[config.mk]
export PLATFORM = sky130hd
export DESIGN_NAME = dual_ctx_dma
export DESIGN_NICKNAME = d
export VERILOG_FILES = /design/src/rtl/dma2_pkg.sv /design/src/rtl/dma2_ctx_bank.sv /design/src/rtl/dma2_regs.sv /design/src/rtl/dma2_mover.sv /design/src/rtl/dual_ctx_dma.sv
export SDC_FILE = /design/constraint.sdc
export NUM_CORES = 1
export LEC_CHECK = 0
export BUFFER_PORTS_ARGS = -buffer_cell sky130_fd_sc_hd__clkbuf_2
export CAP_MARGIN = 25
export CORE_MARGIN = 1.5
export CORE_UTILIZATION = 47
export DETAILED_ROUTE_END_ITERATION = 8
export PLACE_DENSITY = 0.72
export RECOVER_POWER = 100
export SLEW_MARGIN = 15
export SYNTH_ARGS = -nofsm -noshare
export SYNTH_HDL_FRONTEND = slang
export SYNTH_SLANG_ARGS = --single-unit
export TNS_END_PERCENT = 30
[constraint.sdc]
create_clock -name clk -period 2.2 [get_ports clk]
set_clock_uncertainty 0.15 [all_clocks]
set_input_delay 0 -clock clk [delete_from_list [all_inputs] [get_ports clk]]
set_output_delay 0 -clock clk [all_outputs]
set_load 0.01 [all_outputs]
[src/rtl/dma2_pkg.sv]
package dma2_pkg;
  typedef enum logic [1:0] {ST_IDLE, ST_READ, ST_SEND} mv_state_e;

  localparam logic [1:0] RA_CTRL = 2'd0;
  localparam logic [1:0] RA_CTXA = 2'd1;
  localparam logic [1:0] RA_CTXB = 2'd2;
  localparam logic [1:0] RA_DIAG = 2'd3;

  localparam int CB_RESET = 0;
  localparam int CB_DIR   = 1;
  localparam int CB_EN    = 2;
  localparam int CB_VA    = 3;
  localparam int CB_VB    = 4;
  localparam int CB_ERR   = 5;
endpackage

[src/rtl/dma2_ctx_bank.sv]
module dma2_ctx_bank #(
  parameter int ADDR_W = 32,
  parameter int CNT_W  = 12,
  localparam int REG_W = ADDR_W + CNT_W + 1
) (
  input  logic                  clk,
  input  logic                  rst_n,
  input  logic                  clr,
  input  logic [1:0]            wr_en,
  input  logic [REG_W-1:0]      wdata,
  input  logic [1:0]            done,
  output logic [1:0][REG_W-1:0] ctx_q,
  output logic [1:0]            valid_q,
  output logic                  err_q
);
  // End offset of the segment within its page; the carry out means a crossing.
  function automatic logic page_cross(input logic [REG_W-1:0] w);
    logic [CNT_W:0] tail;
    tail = {1'b0, w[CNT_W-1:0]} + {1'b0, w[ADDR_W+CNT_W-1:ADDR_W]};
    return tail[CNT_W];
  endfunction

  logic bad_w;
  assign bad_w = page_cross(wdata);

  for (genvar i = 0; i < 2; i++) begin : g_ctx
    logic [REG_W-1:0] word_r;
    logic             vld_r;
    logic             take;

    assign take       = wr_en[i] && !vld_r && !bad_w;
    assign ctx_q[i]   = word_r;
    assign valid_q[i] = vld_r;

    always_ff @(posedge clk) begin
      if (!rst_n || clr) begin
        word_r <= '0;
        vld_r  <= 1'b0;
      end else if (take) begin
        word_r <= wdata;
        vld_r  <= 1'b1;
      end else if (done[i]) begin
        vld_r  <= 1'b0;
      end
    end

    // an accepted write stores the word and marks it valid
    p_accept_r2: assert property (@(posedge clk) disable iff (!rst_n)
      (wr_en[i] && !vld_r && !bad_w && !clr) |=> (vld_r && word_r == $past(wdata)));
    // a write to a pending descriptor changes nothing
    p_busy_write_ignored_r3: assert property (@(posedge clk) disable iff (!rst_n)
      (wr_en[i] && vld_r && !clr) |=> $stable(word_r));
    // a page-crossing descriptor is refused and flagged
    p_cross_rejected_r4: assert property (@(posedge clk) disable iff (!rst_n)
      (wr_en[i] && !vld_r && bad_w && !clr) |=> (!vld_r && err_q));
    // completion drops the valid flag
    p_done_clears_valid_r6: assert property (@(posedge clk) disable iff (!rst_n)
      (done[i] && !clr) |=> !vld_r);
  end

  always_ff @(posedge clk) begin
    if (!rst_n || clr) err_q <= 1'b0;
    else if (|(wr_en & ~valid_q) && bad_w) err_q <= 1'b1;
  end
endmodule

[src/rtl/dma2_regs.sv]
module dma2_regs
  import dma2_pkg::*;
#(
  parameter int ADDR_W = 32,
  parameter int CNT_W  = 12,
  localparam int REG_W = ADDR_W + CNT_W + 1
) (
  input  logic                  clk,
  input  logic                  rst_n,
  input  logic                  reg_wr,
  input  logic [1:0]            reg_addr,
  input  logic [2:0]            ctl_bits,
  output logic [REG_W-1:0]      reg_rdata,
  input  logic                  last_done,
  input  logic [1:0]            ctx_valid,
  input  logic                  page_err,
  input  logic [1:0][REG_W-1:0] ctx_word,
  input  logic                  busy,
  input  logic                  cur,
  input  logic [CNT_W-1:0]      cnt,
  output logic                  en,
  output logic                  dir,
  output logic                  clr,
  output logic [1:0]            ctx_wr
);
  logic ctrl_wr;
  logic [REG_W-1:0] status_w, diag_w;

  assign clr       = reg_wr && (reg_addr == RA_CTRL) && ctl_bits[CB_RESET];
  assign ctrl_wr   = reg_wr && (reg_addr == RA_CTRL) && !ctl_bits[CB_RESET];
  assign ctx_wr[0] = reg_wr && (reg_addr == RA_CTXA);
  assign ctx_wr[1] = reg_wr && (reg_addr == RA_CTXB);

  always_ff @(posedge clk) begin
    if (!rst_n || clr) begin
      en  <= 1'b0;
      dir <= 1'b0;
    end else if (ctrl_wr) begin
      en  <= ctl_bits[CB_EN];
      dir <= ctl_bits[CB_DIR];
    end else if (last_done) begin
      en  <= 1'b0;
    end
  end

  always_comb begin
    status_w         = '0;
    status_w[CB_DIR] = dir;
    status_w[CB_EN]  = en;
    status_w[CB_VA]  = ctx_valid[0];
    status_w[CB_VB]  = ctx_valid[1];
    status_w[CB_ERR] = page_err;
    diag_w           = '0;
    diag_w[0]        = busy;
    diag_w[1]        = cur;
    diag_w[CNT_W+1:2] = cnt;
    unique case (reg_addr)
      RA_CTRL: reg_rdata = status_w;
      RA_CTXA: reg_rdata = ctx_word[0];
      RA_CTXB: reg_rdata = ctx_word[1];
      default: reg_rdata = diag_w;
    endcase
  end

  // a finished closing descriptor drops enable
  p_last_clears_en_r7: assert property (@(posedge clk) disable iff (!rst_n)
    (last_done && !reg_wr) |=> !en);
  // soft reset returns the control bits to zero
  p_soft_reset_ctrl_r1: assert property (@(posedge clk) disable iff (!rst_n)
    clr |=> (!en && !dir));
endmodule

[src/rtl/dma2_mover.sv]
module dma2_mover
  import dma2_pkg::*;
#(
  parameter int ADDR_W = 32,
  parameter int CNT_W  = 12,
  localparam int REG_W = ADDR_W + CNT_W + 1
) (
  input  logic                  clk,
  input  logic                  rst_n,
  input  logic                  clr,
  input  logic                  en,
  input  logic                  dir,
  input  logic [1:0]            ctx_valid,
  input  logic [1:0][REG_W-1:0] ctx_word,
  output logic                  mem_req,
  output logic [ADDR_W-1:0]     mem_addr,
  input  logic                  mem_valid,
  input  logic [7:0]            mem_data,
  output logic                  out_valid,
  output logic [7:0]            out_data,
  input  logic                  out_ready,
  output logic [1:0]            done,
  output logic                  done_last,
  output logic [1:0]            irq,
  output logic                  busy,
  output logic                  cur,
  output logic [CNT_W-1:0]      cnt
);
  function automatic logic [ADDR_W-1:0] f_base(input logic [REG_W-1:0] w);
    return w[ADDR_W-1:0];
  endfunction
  function automatic logic [CNT_W-1:0] f_len(input logic [REG_W-1:0] w);
    return w[ADDR_W+CNT_W-1:ADDR_W];
  endfunction
  function automatic logic f_last(input logic [REG_W-1:0] w);
    return w[ADDR_W+CNT_W];
  endfunction

  mv_state_e         st_q;
  logic [ADDR_W-1:0] ptr_q;
  logic [CNT_W-1:0]  cnt_q;
  logic              last_q, cur_q, loaded_q;
  logic [7:0]        obuf_q;
  logic [1:0]        irq_q;
  logic [REG_W-1:0]  cw;
  logic              start, fin;

  assign cw        = ctx_word[cur_q];
  assign start     = en && !dir && ctx_valid[cur_q];
  assign mem_req   = (st_q == ST_READ) && en;
  assign mem_addr  = ptr_q;
  assign out_valid = (st_q == ST_SEND) && en;
  assign out_data  = obuf_q;
  assign fin       = out_valid && out_ready && (cnt_q == '0);
  assign done      = fin ? (cur_q ? 2'b10 : 2'b01) : 2'b00;
  assign done_last = fin && last_q;
  assign irq       = irq_q;
  assign busy      = loaded_q;
  assign cur       = cur_q;
  assign cnt       = cnt_q;

  always_ff @(posedge clk) begin
    if (!rst_n || clr) begin
      st_q     <= ST_IDLE;
      ptr_q    <= '0;
      cnt_q    <= '0;
      last_q   <= 1'b0;
      cur_q    <= 1'b0;
      loaded_q <= 1'b0;
      obuf_q   <= '0;
      irq_q    <= '0;
    end else begin
      irq_q <= done;
      unique case (st_q)
        ST_IDLE: begin
          if (start) begin
            if (!loaded_q) begin
              ptr_q    <= f_base(cw);
              cnt_q    <= f_len(cw);
              last_q   <= f_last(cw);
              loaded_q <= 1'b1;
            end
            st_q <= ST_READ;
          end
        end
        ST_READ: begin
          if (!en) st_q <= ST_IDLE;
          else if (mem_valid) begin
            obuf_q <= mem_data;
            st_q   <= ST_SEND;
          end
        end
        ST_SEND: begin
          if (!en) st_q <= ST_IDLE;
          else if (out_ready) begin
            if (cnt_q == '0) begin
              loaded_q <= 1'b0;
              cur_q    <= ~cur_q;
              st_q     <= ST_IDLE;
            end else begin
              ptr_q <= ptr_q + 1'b1;
              cnt_q <= cnt_q - 1'b1;
              st_q  <= ST_READ;
            end
          end
        end
        default: st_q <= ST_IDLE;
      endcase
    end
  end

  // request and offer hold their payload while waiting
  p_req_hold_r5: assert property (@(posedge clk) disable iff (!rst_n)
    (mem_req && !mem_valid) |=> (!mem_req || $stable(mem_addr)));
  p_out_hold_r5: assert property (@(posedge clk) disable iff (!rst_n)
    (out_valid && !out_ready) |=> (!out_valid || $stable(out_data)));
  // at most one interrupt at a time
  p_irq_onehot_r6: assert property (@(posedge clk) disable iff (!rst_n)
    $onehot0(irq_q));
  // no read when the descriptor in turn is absent
  p_idle_no_req_r8: assert property (@(posedge clk) disable iff (!rst_n)
    (st_q == ST_IDLE && !ctx_valid[cur_q]) |=> !mem_req);
  // position and count freeze while disabled
  p_hold_count_r9: assert property (@(posedge clk) disable iff (!rst_n)
    (!en && !clr) |=> ($stable(cnt_q) && $stable(ptr_q)));
  // reverse direction starts nothing
  p_dir_blocks_r10: assert property (@(posedge clk) disable iff (!rst_n)
    (dir && st_q == ST_IDLE) |=> !mem_req);
  // soft reset empties the mover
  p_soft_clear_r1: assert property (@(posedge clk) disable iff (!rst_n)
    clr |=> (!mem_req && !out_valid && !loaded_q && irq_q == 2'b00));
endmodule

[src/rtl/dual_ctx_dma.sv]
module dual_ctx_dma #(
  parameter int ADDR_W    = 32,
  parameter int PAGE_LOG2 = 12,
  localparam int REG_W    = ADDR_W + PAGE_LOG2 + 1
) (
  input  logic              clk,
  input  logic              rst_n,
  input  logic              reg_wr,
  input  logic [1:0]        reg_addr,
  input  logic [REG_W-1:0]  reg_wdata,
  output logic [REG_W-1:0]  reg_rdata,
  output logic              mem_req,
  output logic [ADDR_W-1:0] mem_addr,
  input  logic              mem_valid,
  input  logic [7:0]        mem_data,
  output logic              out_valid,
  output logic [7:0]        out_data,
  input  logic              out_ready,
  output logic              irq_a,
  output logic              irq_b,
  output logic              page_err
);
  logic                  en, dir, clr, done_last, busy, cur, err;
  logic [1:0]            ctx_wr, done, valid, irq;
  logic [1:0][REG_W-1:0] ctx_word;
  logic [PAGE_LOG2-1:0]  cnt;

  dma2_regs #(.ADDR_W(ADDR_W), .CNT_W(PAGE_LOG2)) u_regs (
    .clk, .rst_n, .reg_wr, .reg_addr,
    .ctl_bits (reg_wdata[2:0]),
    .reg_rdata,
    .last_done (done_last),
    .ctx_valid (valid),
    .page_err  (err),
    .ctx_word,
    .busy, .cur, .cnt,
    .en, .dir, .clr,
    .ctx_wr
  );

  dma2_ctx_bank #(.ADDR_W(ADDR_W), .CNT_W(PAGE_LOG2)) u_bank (
    .clk, .rst_n, .clr,
    .wr_en   (ctx_wr),
    .wdata   (reg_wdata),
    .done,
    .ctx_q   (ctx_word),
    .valid_q (valid),
    .err_q   (err)
  );

  dma2_mover #(.ADDR_W(ADDR_W), .CNT_W(PAGE_LOG2)) u_mover (
    .clk, .rst_n, .clr, .en, .dir,
    .ctx_valid (valid),
    .ctx_word,
    .mem_req, .mem_addr, .mem_valid, .mem_data,
    .out_valid, .out_data, .out_ready,
    .done, .done_last, .irq,
    .busy, .cur, .cnt
  );

  assign irq_a    = irq[0];
  assign irq_b    = irq[1];
  assign page_err = err;

  // an interrupt pulse finds its descriptor already released
  p_irq_a_released_r6: assert property (@(posedge clk) disable iff (!rst_n)
    irq_a |-> !valid[0]);
  p_irq_b_released_r6: assert property (@(posedge clk) disable iff (!rst_n)
    irq_b |-> !valid[1]);
endmodule

==> out/summary.txt <==
number of core rows = 48
worst skew pair latency = 0.43 ns
Max-Cap Viols = 0
clk sink count = 154
I/O pin cnt = 150
Crit-path slowest cell = dlygate4sd3_1
Die W = 136 um
worst slack at placement = -0.0629 ns
H-tree levels = 4
fmax = 462 MHz
Primary FF master, synth = dfxtp_1
CTS tree = done
sequential-to-total area share from yosys stat = 0.368
syn_nets = 1062
GR Layer Usage met1 = 0.380
first-pass GRT wire length = 40000 um
Buf/Inv on CP = 5
hpwl dp = 17300 um
wire per inst = 17.9 um
CP required = 2.40 ns
min-delay worst type = in2reg
CP Class = in2reg
yosys warns = 0
Tcrit/Tclk final = 0.985
non-filler cells, final = 1444
PortBufs = 149
die height = 136 um
Post-DP Area = 9750 um^2
Tmin final = 2.17 ns
Iter 0 DRT Violations = 874
Slew Limit Fails = 0
Placed Cells = 1349
clock buffer depth = 2
gr busiest metal = met2
max incr delay on CP = 0.53 ns
Synth async-reset ratio = 0
routed vias/inst = 5.81
placer congestion estimate = 0.844
leakage = 4.33 nW
synthesis-stage register bit count = 154
GR Util met3 = 0.0496
CP delay by family, top = buffers and inverters
Worst-path clk slew = 0.06 ns
area leader, netlist = dfxtp_1
fin worst setup slack = 0.0334 ns
total CTS buffers = 17
endpoints failing hold = 0
total global routing overflow = 0
max-slew headroom at the worst pin = 0.493
PwrDens = 597 nW/um^2
ANT nets after route = 0
number of synthesized flops with an enable pin = 0
CTS root buf = clkbuf_16
total wire length = 25900 um
Synth cell types = 60
cell area after layout = 10900 um^2
Starting Density = 0.482
CP startpoint kind = input pin
M2 GR Usage = 0.427
Layout area overhead = 30.2%
vias in the first global route = 7735
Synth top cells by count = 188 x nand2_1, 154 x dfxtp_1, 133 x mux2i_1, 69 x a21oi_1, 49 x nor2_1
Worst path most repeated cell = buf_4
status = completed
Syn Inst Count = 988
initial antenna violation count = 0
largest net degree at the start of global routing = 55
Worst Tran Pin Value = 0.761 ns
total die area = 18600 um^2
Core Footprint = 17400 um^2
DR DRC count = 0
most common cell in the netlist = nand2_1
share of cells above drive strength 1 = 0.176
# diodes = 0
peak supply drop = 0.000597 V
cells along the critical path = dlygate4sd3_1 > clkbuf_2 > ha_1 > nand4_1 > nor3_2 > buf_4 > o211ai_1 > buf_4 > nand3_2 > buf_12 > mux2i_1
Synth top area share = 0.368
Overall Global Routing Usage = 0.272
crit-path max FO = 22
Final setup viols = 0
Area contributors post-synth = dfxtp_1 37%, mux2i_1 16%, nand2_1 8.4%
WP data arrival = 2.37 ns
worst-case hold slack = 0.142 ns
nets = 1281
CP Capture Type = flop
mapped cell area = 8370 um^2
first drt pass iteration count = 7
DR vias = 8390
Mean Syn Cell Area = 8.47 um^2
==> cells by family (layout without fill, tap and decap cells) <==
| group | after synthesis | after routing | share of synthesized area |
|---|---|---|---|
| AO/OA/AOI/OAI | 225 | 225 | 0.178 |
| XOR/XNOR | 1 | 1 | 0.00105 |
| adder cells (fa/ha/maj) | 14 | 14 | 0.0209 |
| buffers and inverters | 95 | 325 | 0.0481 |
| flip-flops | 154 | 154 | 0.368 |
| multiplexers | 152 | 152 | 0.191 |
| AND/OR/NAND/NOR | 347 | 348 | 0.192 |
==> tightest hold or removal path: stages <==
cell	delay, ns
clkbuf_2	0.19
nor2_1	0.07
nand2_1	0.24
nand4_1	0.13
nand2_1	0.06
==> layer usage <==
metal	part of all wire	vias to the layer above	wire length, um
met4	0.021	0	537
met5	0	-	0
met1	0.46	3977	11800
met3	0.066	42	1710
li1	-	4019	-
met2	0.46	352	11900
==> final timing paths <==
check	start	to	slack, ns	depth (start not counted)
setup reg to reg	u_mover.cur	u_mover.mem_addr[25]	0.07	6
hold reg to reg	u_mover.out_data[2]	u_mover.out_data[2]	0.30	2
setup / recovery	reg_wdata[40]	u_bank.g_ctx[0].word_r[21]	0.03	11
hold / removal	reg_addr[1]	u_regs.en	0.14	5
==> where the power goes <==
part | total [mW] | internal [mW] | switching, mW
clock | 2.99 | 1.80 | 1.19
sequential | 2.88 | 2.84 | 0.0384
combinational | 0.644 | 0.289 | 0.355
total | 6.51 | 4.93 | 1.58
==> layout by cell type, fill, tap and decap left out, types with 4 or more instances in the layout <==
cell / instances
inv_1: 15
a211oi_1: 4
buf_4: 51
o21ai_0: 40
nor4_1: 8
a21oi_1: 69
clkbuf_2: 70
clkbuf_16: 18
o21a_1: 4
a22o_1: 41
buf_12: 11
and3_1: 9
o221a_2: 4
dfxtp_1: 154
a31oi_1: 18
dlygate4sd3_1: 58
and2_1: 5
nand3_1: 18
nor3_1: 19
nor2b_1: 4
nand4_1: 11
nor3b_1: 5
nand2_1: 188
o21ai_1: 5
o211ai_1: 11
mux2_2: 14
ha_1: 14
mux4_2: 5
mux2i_1: 133
clkbuf_1: 87
nor2_1: 47
clkinv_2: 5
==> layout make-up <==
| type | count | area [um^2] |
|---|---|---|
| fill | 1481 | 6460 |
| multi-input combinational | 740 | 4960 |
| tap | 225 | 282 |
| sequential | 154 | 3080 |
| clock inverter | 12 | 149 |
| clock buffer | 19 | 443 |
| inverter | 15 | 56.3 |
| timing repair buffer | 279 | 1920 |
==> per-stage QoR <==
stage                      util  TNS (ns)  total power, mW
after floorplan               -         0             3.25
after global placement    0.562   -0.0192             3.47
after detailed placement  0.562    -0.106             3.48
after CTS                 0.630         0             6.51
after global routing      0.628    -0.413             6.70
final                     0.628         0             6.51
==> sequential cells by signal, summed over array words and instances, names as in the netlist <==
name and count:
u_mover.st_q 2, u_mover.cur 1, u_regs.en 1, u_mover.out_data 8
u_mover.mem_addr 32, u_bank.g_ctx.vld_r 2, u_mover.irq 2, u_regs.dir 1
u_mover.last_q 1, u_bank.err_q 1, u_mover.cnt 12, u_mover.busy 1
u_bank.g_ctx.word_r 90
==> what timing repair did <==
| item | CTS | global route |
|---|---|---|
| hold buffers | 58 | 0 |
| setup endpoints to repair | 5 | 47 |
| buffers inserted | 0 | 4 |
| gates cloned | 1 | 1 |
| pin swaps | 2 | 4 |
| hold endpoints to repair | 113 | 0 |
| gates resized for setup | 0 | 10 |
Power figures use the tool's default switching activity.
